===== src/rtl/pla_pkg.sv =====
`timescale 1ns/1ps
package pla_pkg;
  // Number of literals a product term can see.
  function automatic int lit_count(input int n_in);
    return 2 * n_in;
  endfunction

  // Total length of the serial configuration chain.
  function automatic int chain_len(input int n_in, input int n_term, input int n_out);
    return lit_count(n_in) * n_term + n_out * n_term + 2 * n_out;
  endfunction

  // Chain offsets of each configuration field.
  function automatic int or_base(input int n_in, input int n_term);
    return lit_count(n_in) * n_term;
  endfunction

  function automatic int inv_base(input int n_in, input int n_term, input int n_out);
    return or_base(n_in, n_term) + n_out * n_term;
  endfunction

  function automatic int sel_base(input int n_in, input int n_term, input int n_out);
    return inv_base(n_in, n_term, n_out) + n_out;
  endfunction
endpackage


===== src/rtl/pla_cfg_chain.sv =====
`timescale 1ns/1ps
module pla_cfg_chain #(
  parameter int LEN = 104
) (
  input  logic           clk,
  input  logic           rst,
  input  logic           cfg_en,
  input  logic           cfg_din,
  output logic [LEN-1:0] cfg_q
);
  // New bits enter at the top and move toward bit 0, so after LEN shifts
  // the first bit shifted in sits at position 0.
  always_ff @(posedge clk) begin
    if (cfg_en) cfg_q <= {cfg_din, cfg_q[LEN-1:1]};
  end

  // the newest chain bit is the serial input of the previous edge
  p_shift_in_r7: assert property (@(posedge clk) disable iff (rst)
    cfg_en |=> cfg_q[LEN-1] == $past(cfg_din));

  // the chain holds its content outside configuration mode
  p_hold_r7: assert property (@(posedge clk) disable iff (rst)
    !cfg_en |=> $stable(cfg_q));
endmodule


===== src/rtl/pla_and_plane.sv =====
`timescale 1ns/1ps
module pla_and_plane #(
  parameter int N_IN   = 4,
  parameter int N_TERM = 8
) (
  input  logic                          clk,
  input  logic                          rst,
  input  logic [N_IN-1:0]               data_in,
  input  logic [N_TERM*2*N_IN-1:0]      and_cfg,
  output logic [N_TERM-1:0]             terms
);
  localparam int LITS = pla_pkg::lit_count(N_IN);

  // Literal vector: even slot true input, odd slot inverted input.
  function automatic logic [LITS-1:0] make_lits(input logic [N_IN-1:0] x);
    logic [LITS-1:0] l;
    for (int i = 0; i < N_IN; i++) begin
      l[2*i]   = x[i];
      l[2*i+1] = ~x[i];
    end
    return l;
  endfunction

  // A term fails only on a connected literal that is 0.
  function automatic logic eval_term(input logic [LITS-1:0] conn, input logic [LITS-1:0] l);
    return &(~conn | l);
  endfunction

  logic [LITS-1:0] lits;
  assign lits = make_lits(data_in);

  for (genvar t = 0; t < N_TERM; t++) begin : g_term
    logic [LITS-1:0] conn;
    assign conn     = and_cfg[t*LITS +: LITS];
    assign terms[t] = eval_term(conn, lits);

    // a term with no literal is constant 1
    p_empty_term_r3: assert property (@(posedge clk) disable iff (rst)
      (conn == '0) |-> terms[t]);

    for (genvar i = 0; i < N_IN; i++) begin : g_conflict
      // both forms of one input force the term to 0
      p_conflict_r3: assert property (@(posedge clk) disable iff (rst)
        (conn[2*i] && conn[2*i+1]) |-> !terms[t]);
      // a connected true literal at 0 kills the term
      p_true_lit_r2: assert property (@(posedge clk) disable iff (rst)
        (conn[2*i] && !data_in[i]) |-> !terms[t]);
    end
  end
endmodule


===== src/rtl/pla_or_plane.sv =====
`timescale 1ns/1ps
module pla_or_plane #(
  parameter int N_TERM = 8,
  parameter int N_OUT  = 4
) (
  input  logic                      clk,
  input  logic                      rst,
  input  logic [N_TERM-1:0]         terms,
  input  logic [N_OUT*N_TERM-1:0]   or_cfg,
  output logic [N_OUT-1:0]          sums
);
  function automatic logic eval_sum(input logic [N_TERM-1:0] conn, input logic [N_TERM-1:0] tv);
    return |(conn & tv);
  endfunction

  for (genvar o = 0; o < N_OUT; o++) begin : g_sum
    logic [N_TERM-1:0] conn;
    assign conn    = or_cfg[o*N_TERM +: N_TERM];
    assign sums[o] = eval_sum(conn, terms);

    // a sum with no term connected is 0
    p_empty_sum_r4: assert property (@(posedge clk) disable iff (rst)
      (conn == '0) |-> !sums[o]);
    // a sum is 1 exactly when some connected term is 1
    p_any_term_r4: assert property (@(posedge clk) disable iff (rst)
      ((conn & terms) != '0) |-> sums[o]);
  end
endmodule


===== src/rtl/pla_out_stage.sv =====
`timescale 1ns/1ps
module pla_out_stage #(
  parameter int N_OUT = 4
) (
  input  logic             clk,
  input  logic             rst,
  input  logic             cfg_en,
  input  logic [N_OUT-1:0] sums,
  input  logic [N_OUT-1:0] inv_cfg,
  input  logic [N_OUT-1:0] sel_cfg,
  output logic [N_OUT-1:0] data_out
);
  logic [N_OUT-1:0] pol_val;
  logic [N_OUT-1:0] reg_q;

  assign pol_val = sums ^ inv_cfg;

  // Flip-flops clear under reset and during configuration.
  always_ff @(posedge clk) begin
    if (rst || cfg_en) reg_q <= '0;
    else               reg_q <= pol_val;
  end

  for (genvar o = 0; o < N_OUT; o++) begin : g_out
    assign data_out[o] = cfg_en ? 1'b0 : (sel_cfg[o] ? reg_q[o] : pol_val[o]);

    // a registered output shows the polarity value of the previous edge
    p_reg_latency_r6: assert property (@(posedge clk) disable iff (rst)
      ($past(!rst) && $past(!cfg_en) && !cfg_en && sel_cfg[o] && $past(sel_cfg[o]))
        |-> data_out[o] == $past(pol_val[o]));
    // invert bit complements the sum at a combinational output
    p_polarity_r5: assert property (@(posedge clk) disable iff (rst)
      (!cfg_en && !sel_cfg[o]) |-> data_out[o] == (sums[o] ^ inv_cfg[o]));
  end

  // reset clears every registered output at the next edge
  p_reset_clear_r1: assert property (@(posedge clk)
    ($past(rst) && !cfg_en) |-> ((data_out & sel_cfg) == '0));
  // configuration mode forces all outputs to 0
  p_cfg_quiet_r8: assert property (@(posedge clk) disable iff (rst)
    cfg_en |-> data_out == '0);
endmodule


===== src/rtl/cfg_pla.sv =====
`timescale 1ns/1ps
module cfg_pla #(
  parameter int N_IN   = 4,
  parameter int N_TERM = 8,
  parameter int N_OUT  = 4
) (
  input  logic             clk,
  input  logic             rst,
  input  logic             cfg_en,
  input  logic             cfg_din,
  input  logic [N_IN-1:0]  data_in,
  output logic [N_OUT-1:0] data_out
);
  localparam int LEN      = pla_pkg::chain_len(N_IN, N_TERM, N_OUT);
  localparam int AND_BITS = pla_pkg::or_base(N_IN, N_TERM);
  localparam int OR_BASE  = pla_pkg::or_base(N_IN, N_TERM);
  localparam int INV_BASE = pla_pkg::inv_base(N_IN, N_TERM, N_OUT);
  localparam int SEL_BASE = pla_pkg::sel_base(N_IN, N_TERM, N_OUT);

  logic [LEN-1:0]          cfg_q;
  logic [N_TERM-1:0]       terms;
  logic [N_OUT-1:0]        sums;
  logic [AND_BITS-1:0]     and_cfg;
  logic [N_OUT*N_TERM-1:0] or_cfg;
  logic [N_OUT-1:0]        inv_cfg;
  logic [N_OUT-1:0]        sel_cfg;

  assign and_cfg = cfg_q[0 +: AND_BITS];
  assign or_cfg  = cfg_q[OR_BASE +: N_OUT*N_TERM];
  assign inv_cfg = cfg_q[INV_BASE +: N_OUT];
  assign sel_cfg = cfg_q[SEL_BASE +: N_OUT];

  pla_cfg_chain #(.LEN(LEN)) u_chain (
    .clk(clk), .rst(rst), .cfg_en(cfg_en), .cfg_din(cfg_din), .cfg_q(cfg_q)
  );

  pla_and_plane #(.N_IN(N_IN), .N_TERM(N_TERM)) u_and (
    .clk(clk), .rst(rst), .data_in(data_in), .and_cfg(and_cfg), .terms(terms)
  );

  pla_or_plane #(.N_TERM(N_TERM), .N_OUT(N_OUT)) u_or (
    .clk(clk), .rst(rst), .terms(terms), .or_cfg(or_cfg), .sums(sums)
  );

  pla_out_stage #(.N_OUT(N_OUT)) u_out (
    .clk(clk), .rst(rst), .cfg_en(cfg_en), .sums(sums),
    .inv_cfg(inv_cfg), .sel_cfg(sel_cfg), .data_out(data_out)
  );
endmodule


===== config.mk =====
export PLATFORM = sky130hd
export DESIGN_NAME = cfg_pla
export DESIGN_NICKNAME = d
export VERILOG_FILES = /design/src/rtl/pla_pkg.sv /design/src/rtl/pla_cfg_chain.sv /design/src/rtl/pla_and_plane.sv /design/src/rtl/pla_or_plane.sv /design/src/rtl/pla_out_stage.sv /design/src/rtl/cfg_pla.sv
export SDC_FILE = /design/constraint.sdc
export NUM_CORES = 1
export LEC_CHECK = 0
export CAP_MARGIN = 20
export CORE_ASPECT_RATIO = 1.2
export CORE_MARGIN = 3
export CORE_UTILIZATION = 60
export DETAILED_ROUTE_END_ITERATION = 6
export MAX_ROUTING_LAYER = met4
export PLACE_DENSITY = 0.86
export SETUP_SLACK_MARGIN = 0.4
export SYNTH_ARGS = -nofsm -noshare
export SYNTH_HDL_FRONTEND = slang
export SYNTH_HIERARCHICAL = 1
export SYNTH_SLANG_ARGS = --single-unit

===== constraint.sdc =====
create_clock -name clk -period 1.94 [get_ports clk]
set_input_delay 0.194 -clock clk [delete_from_list [all_inputs] [get_ports clk]]
set_output_delay 0.194 -clock clk [all_outputs]
set_load 0.01 [all_outputs]

Word level (Yosys, flattened, before mapping)
Cells that the tools add are included.
Widths: inputs -> output; s select.
- muxes and demuxes: 8
- reductions and logical operators: 13
- bitwise operators: 25
- operators with widths (cell ; count):
    $not 8->8 ; 8
    $or 8x8->8 ; 8
    $reduce_and 8->1 ; 8
    $and 8x8->8 ; 4
    $reduce_or 8->1 ; 4
    $mux 1 ; 8
    $not 1->1 ; 4
    $xor 4x4->4 ; 1
    $logic_or 1x1->1 ; 1
- register bits after elaboration: 108
- word-level logic and storage cells: 48
- input port bits: 8

Depth between registers and ports, before layout
- depth in word-level cells: 8
- mapped depth: 7
- mapped depth without buffers: 6

Hierarchy
The synthesis kept the hierarchy.
- modules (own cells, without submodules) (module ; area each (um^2) ; seq. area each (um^2) ; cells an instance ; instances):
    pla_cfg_chain ; 3123.0 ; 3123.0 ; 104 ; 1
    pla_and_plane ; 435.4 ; 0.0 ; 44 ; 1
    pla_out_stage ; 209.0 ; 80.1 ; 25 ; 1
    pla_or_plane ; 145.1 ; 0.0 ; 20 ; 1

Worst setup path after synthesis
No wires, ideal clock.
- path kind: input-to-output
- start point: in data_in[2]
- end point: out data_out[0]
- slack: 0.278 ns
- data required time: 1.746 ns
- cell stages on the path: 7
- path buffers: 1
- data arrival time: 1.468 ns
- cells stage by stage: buf_6 mux2i_1 and4_1 a22oi_1 nand4_1 xnor2_1 a211oi_1
- word-level cells in the longest chain between the ends: 8
- ends and longest elaborated chain (element ; line ; RTL):
    from (decl) ; cfg_pla.sv:11 ; input logic [N_IN-1:0] data_in,
    $not 1->1 ; pla_and_plane.sv:19 ; l[2*i+1] = ~x[i];
    $or 8x8->8 * ; pla_and_plane.sv:26 ; return &(~conn | l);
    $reduce_and 8->1 * ; pla_and_plane.sv:26 ;
    named net terms[2] ; cfg_pla.sv:21 ; logic [N_TERM-1:0] terms;
    $and 8x8->8 * ; pla_or_plane.sv:13 ; return |(conn & tv);
    $reduce_or 8->1 * ; pla_or_plane.sv:13 ;
    named net sums[0] ; cfg_pla.sv:22 ; logic [N_OUT-1:0] sums;
    $xor 4x4->4 * ; pla_out_stage.sv:16 ; assign pol_val = sums ^ inv_cfg;
    $mux 1 * (2 in series) ; pla_out_stage.sv:25 ; assign data_out[o] = cfg_en ? 1'b0 : (sel_cfg[o] ? reg_q[o] : pol_val[o]);
    to (decl) ; cfg_pla.sv:12 ; output logic [N_OUT-1:0] data_out
Mark *: on every way through the listed nets, which the timed path passes. The rest lies on a longest branch.

Worst setup path after layout
- start point: reg u_chain.cfg_q[55]
- end point: out data_out[0]
- word-level cells in the longest chain between the ends: 8
- ends and longest elaborated chain (element ; line ; RTL):
    from (decl) ; pla_cfg_chain.sv:9 ; output logic [LEN-1:0] cfg_q
    from (signal assigned) ; pla_cfg_chain.sv:14 ; if (cfg_en) cfg_q <= {cfg_din, cfg_q[LEN-1:1]};
    $not 8->8 ; pla_and_plane.sv:26 ;
    $or 8x8->8 ; pla_and_plane.sv:26 ;
    $reduce_and 8->1 ; pla_and_plane.sv:26 ;
    named net terms[6] ; cfg_pla.sv:21 ;
    $and 8x8->8 ; pla_or_plane.sv:13 ;
    $reduce_or 8->1 ; pla_or_plane.sv:13 ;
    named net sums[0] ; cfg_pla.sv:22 ;
    $xor 4x4->4 ; pla_out_stage.sv:16 ;
    $mux 1 (2 in series) ; pla_out_stage.sv:25 ;
The timed path passes the listed nets, and every way through them passes these cells.

==> impl_results.md <==
* Worst EP required at 1750 ps
* Status: finished with violations
* Worst-margin pin slew at 460.3 ps
* Synth Cell Area at 3913 um^2
* Util after Layout at 0.7722
* Drt first-iter violations at 219
* Max_cap viols at 0
* Hold Crit Class: input port to flop
* Syn Area/Cell at 20.27 um^2
* Buffers on Ports at 11
* Wire length of the first global-routing pass at 10500 um
* WS Path Type: flop to primary output
* Num rows at 31
* CTS H-tree depth at 3
* CP endpoint kind: primary output
* P per Cell Area at 940.4 nW/um^2
* Clock Skews at 17.59 ps
* Drt drc at 0
* Max clock buf depth at 2
* Sequential share of the synthesized area at 0.8187
* VDD IR max at 869.8 uV
* Final GP Congestion at 0.8161
* Worst-path maximum fanout at 4
* Synth Instances at 193
* Die Wd at 79.72 um
* Total gr overflow at 0
* Core footprint at 6167 um^2
* Final WL at 7216 um
* Vias in the first global route at 1958
* Hold Vio Cnt, Final at 0
* DIE AREA at 7530 um^2
* Leak pwr at 1.757 nW
* Cell Area, Placed at 4359 um^2
* DRT antenna net count at 0
* Root buffer cell: clkbuf_8
* Failing checks: setup timing
* Max Freq at 441.5 MHz
* Seq cells post-synth at 108
* CTS Hold Bufs at 0
* Final instance area at 4762 um^2
* Number of warnings printed during yosys synthesis at 6
* Final setup margin at -325.0 ps
* Rel. slew slack at 0.6932
* Critical path arrival at 2070 ps
* Worst Hold Slack at 175.6 ps
* Vias/cell at 5.806
* Initial Util at 0.6344
* I/O pin count at 12
* Initial antenna violation count at 0
* Ant. Diodes at 0
* Worst-Skew Late Latency at 360 ps
* Pwr Total at 0.004478 W
* Post-layout nets at 262
* Routed wire per std cell at 21.16 um
* Syn-to-layout area delta at 21.71%
* Yosys cell types at 13
* Layout cell share with drive strength beyond 1 at 0.3668
* Clock-pin transition on the worst setup and hold timing paths at 110 ps
* CTS buffer count at 9
* Crit share post-route at 1.168
* Largest net degree at the start of global routing at 89
* Type of origin of the critical path: flop
* RSZ-0062 raised after global routing: true
* Syn Nets at 201
* Initial DRT Pass Iterations at 4
* CTS tree: built
* Min Tclk post-route at 2265 ps
* Final Max Slew Viols at 0
* Post-DP HPWL at 4294 um
* Die Height at 94.46 um
* Vias at 1980
* Sink Count at 108
* Reg2reg setup slack at 230 ps
* GR Util All Layers at 0.1994
* Final setup vio count at 4
==> through the flow <==
stage,setup WS (ps),setup TNS (ps),cells
after global placement,-764.4,-3222,313
after detailed placement,-850.3,-3744,313
final,-325.0,-1235,341
after CTS,-277.4,-870.4,332
after global routing,-428.3,-1588,341
after floorplan,389.7,0,193
==> what timing repair did <==
item                                    4_1_cts  5_1_grt
setup buffers                                 3        9
pin swaps                                     7       10
endpoints found under the setup margin        8        8
hold endpoints to repair                      0        0
gates resized for setup                      53        6
==> final timing paths <==
path,start,end,cells after the start
worst max-delay path,u_chain/cfg_q[55],data_out[0],7
worst min-delay path,cfg_en,u_out/reg_q[3],2
worst max register to register,u_chain/cfg_q[55],u_out/reg_q[0],7
worst min register to register,u_chain/cfg_q[9],u_chain/cfg_q[8],0
==> cells by family after synthesis <==
group	count (synthesis)	synth area share
AO/OA/AOI/OAI	20	0.03838
XOR/XNOR	4	0.008953
flip-flops	108	0.8187
AND/OR/NAND/NOR	20	0.03582
buffers and inverters	9	0.01631
multiplexers	32	0.08187
==> routing by layer <==
layer | global-route usage | routed length (um) | vias to the layer above
li1 | - | - | 904
met1 | 0.2858 | 3192 | 1013
met2 | 0.2918 | 3643 | 49
met3 | 0.03149 | 203 | 14
met4 | 0.08023 | 177 | 0
met5 | - | 0 | -
==> sequential cells by signal, summed over array words and instances, names as in the netlist <==
name           cells
u_out/reg_q        4
u_chain/cfg_q    104
==> placed cells by master, fill, tap and decap left out <==
| cell | n |
|---|---|
| clkbuf_8 | 9 |
| a211oi_2 | 4 |
| clkinvlp_4 | 2 |
| dfxtp_1 | 4 |
| edfxtp_1 | 104 |
| mux2i_1 | 31 |
| a22oi_1 | 6 |
| clkinv_2 | 1 |
| buf_12 | 2 |
| buf_4 | 38 |
| xnor2_2 | 4 |
| nand4_1 | 4 |
| buf_6 | 5 |
| nor2b_1 | 4 |
| mux2i_2 | 1 |
| clkinv_4 | 2 |
| nor3_2 | 3 |
| a22oi_2 | 10 |
| and4_4 | 8 |
| bufinv_16 | 1 |
| inv_1 | 4 |
| inv_6 | 1 |
| dlygate4sd2_1 | 4 |
| clkdlybuf4s50_1 | 2 |
| nor3_1 | 1 |
| buf_2 | 4 |
==> where the power goes <==
group | switching [W] | internal, W | total, W
Combinational | 0.000170 | 0.000176 | 0.000346
Clock | 0.000746 | 0.000604 | 0.00135
Sequential | 0.0000772 | 0.00271 | 0.00278
==> critical path: stages (launching register included) <==
cell and delay [ps]:
edfxtp_1 460, mux2i_1 270, and4_4 320, a22oi_2 80, nand4_1 130, xnor2_2 90, a211oi_2 190, buf_2 170
==> cells in the mapped netlist <==
cell,number,share of area
a211oi_1,4,0.0077
a22oi_1,16,0.031
and4_1,8,0.018
buf_6,4,0.012
clkbuf_1,1,0.00096
dfxtp_1,4,0.020
edfxtp_1,104,0.80
inv_1,4,0.0038
mux2i_1,32,0.082
nand4_1,4,0.0064
nor2b_1,4,0.0064
nor3_1,4,0.0051
xnor2_1,4,0.0090
==> layout make-up <==
cell class	instances	area, um^2
flip-flops and latches	108	3203
fillers	334	1405
multi-input cells	76	784.5
repair buffers	55	456.7
clock buffers	9	123.9
well taps	82	102.6
clock inverters	7	76.32
inverters	4	15.01
No activity file was read; power rests on OpenSTA's default activity.
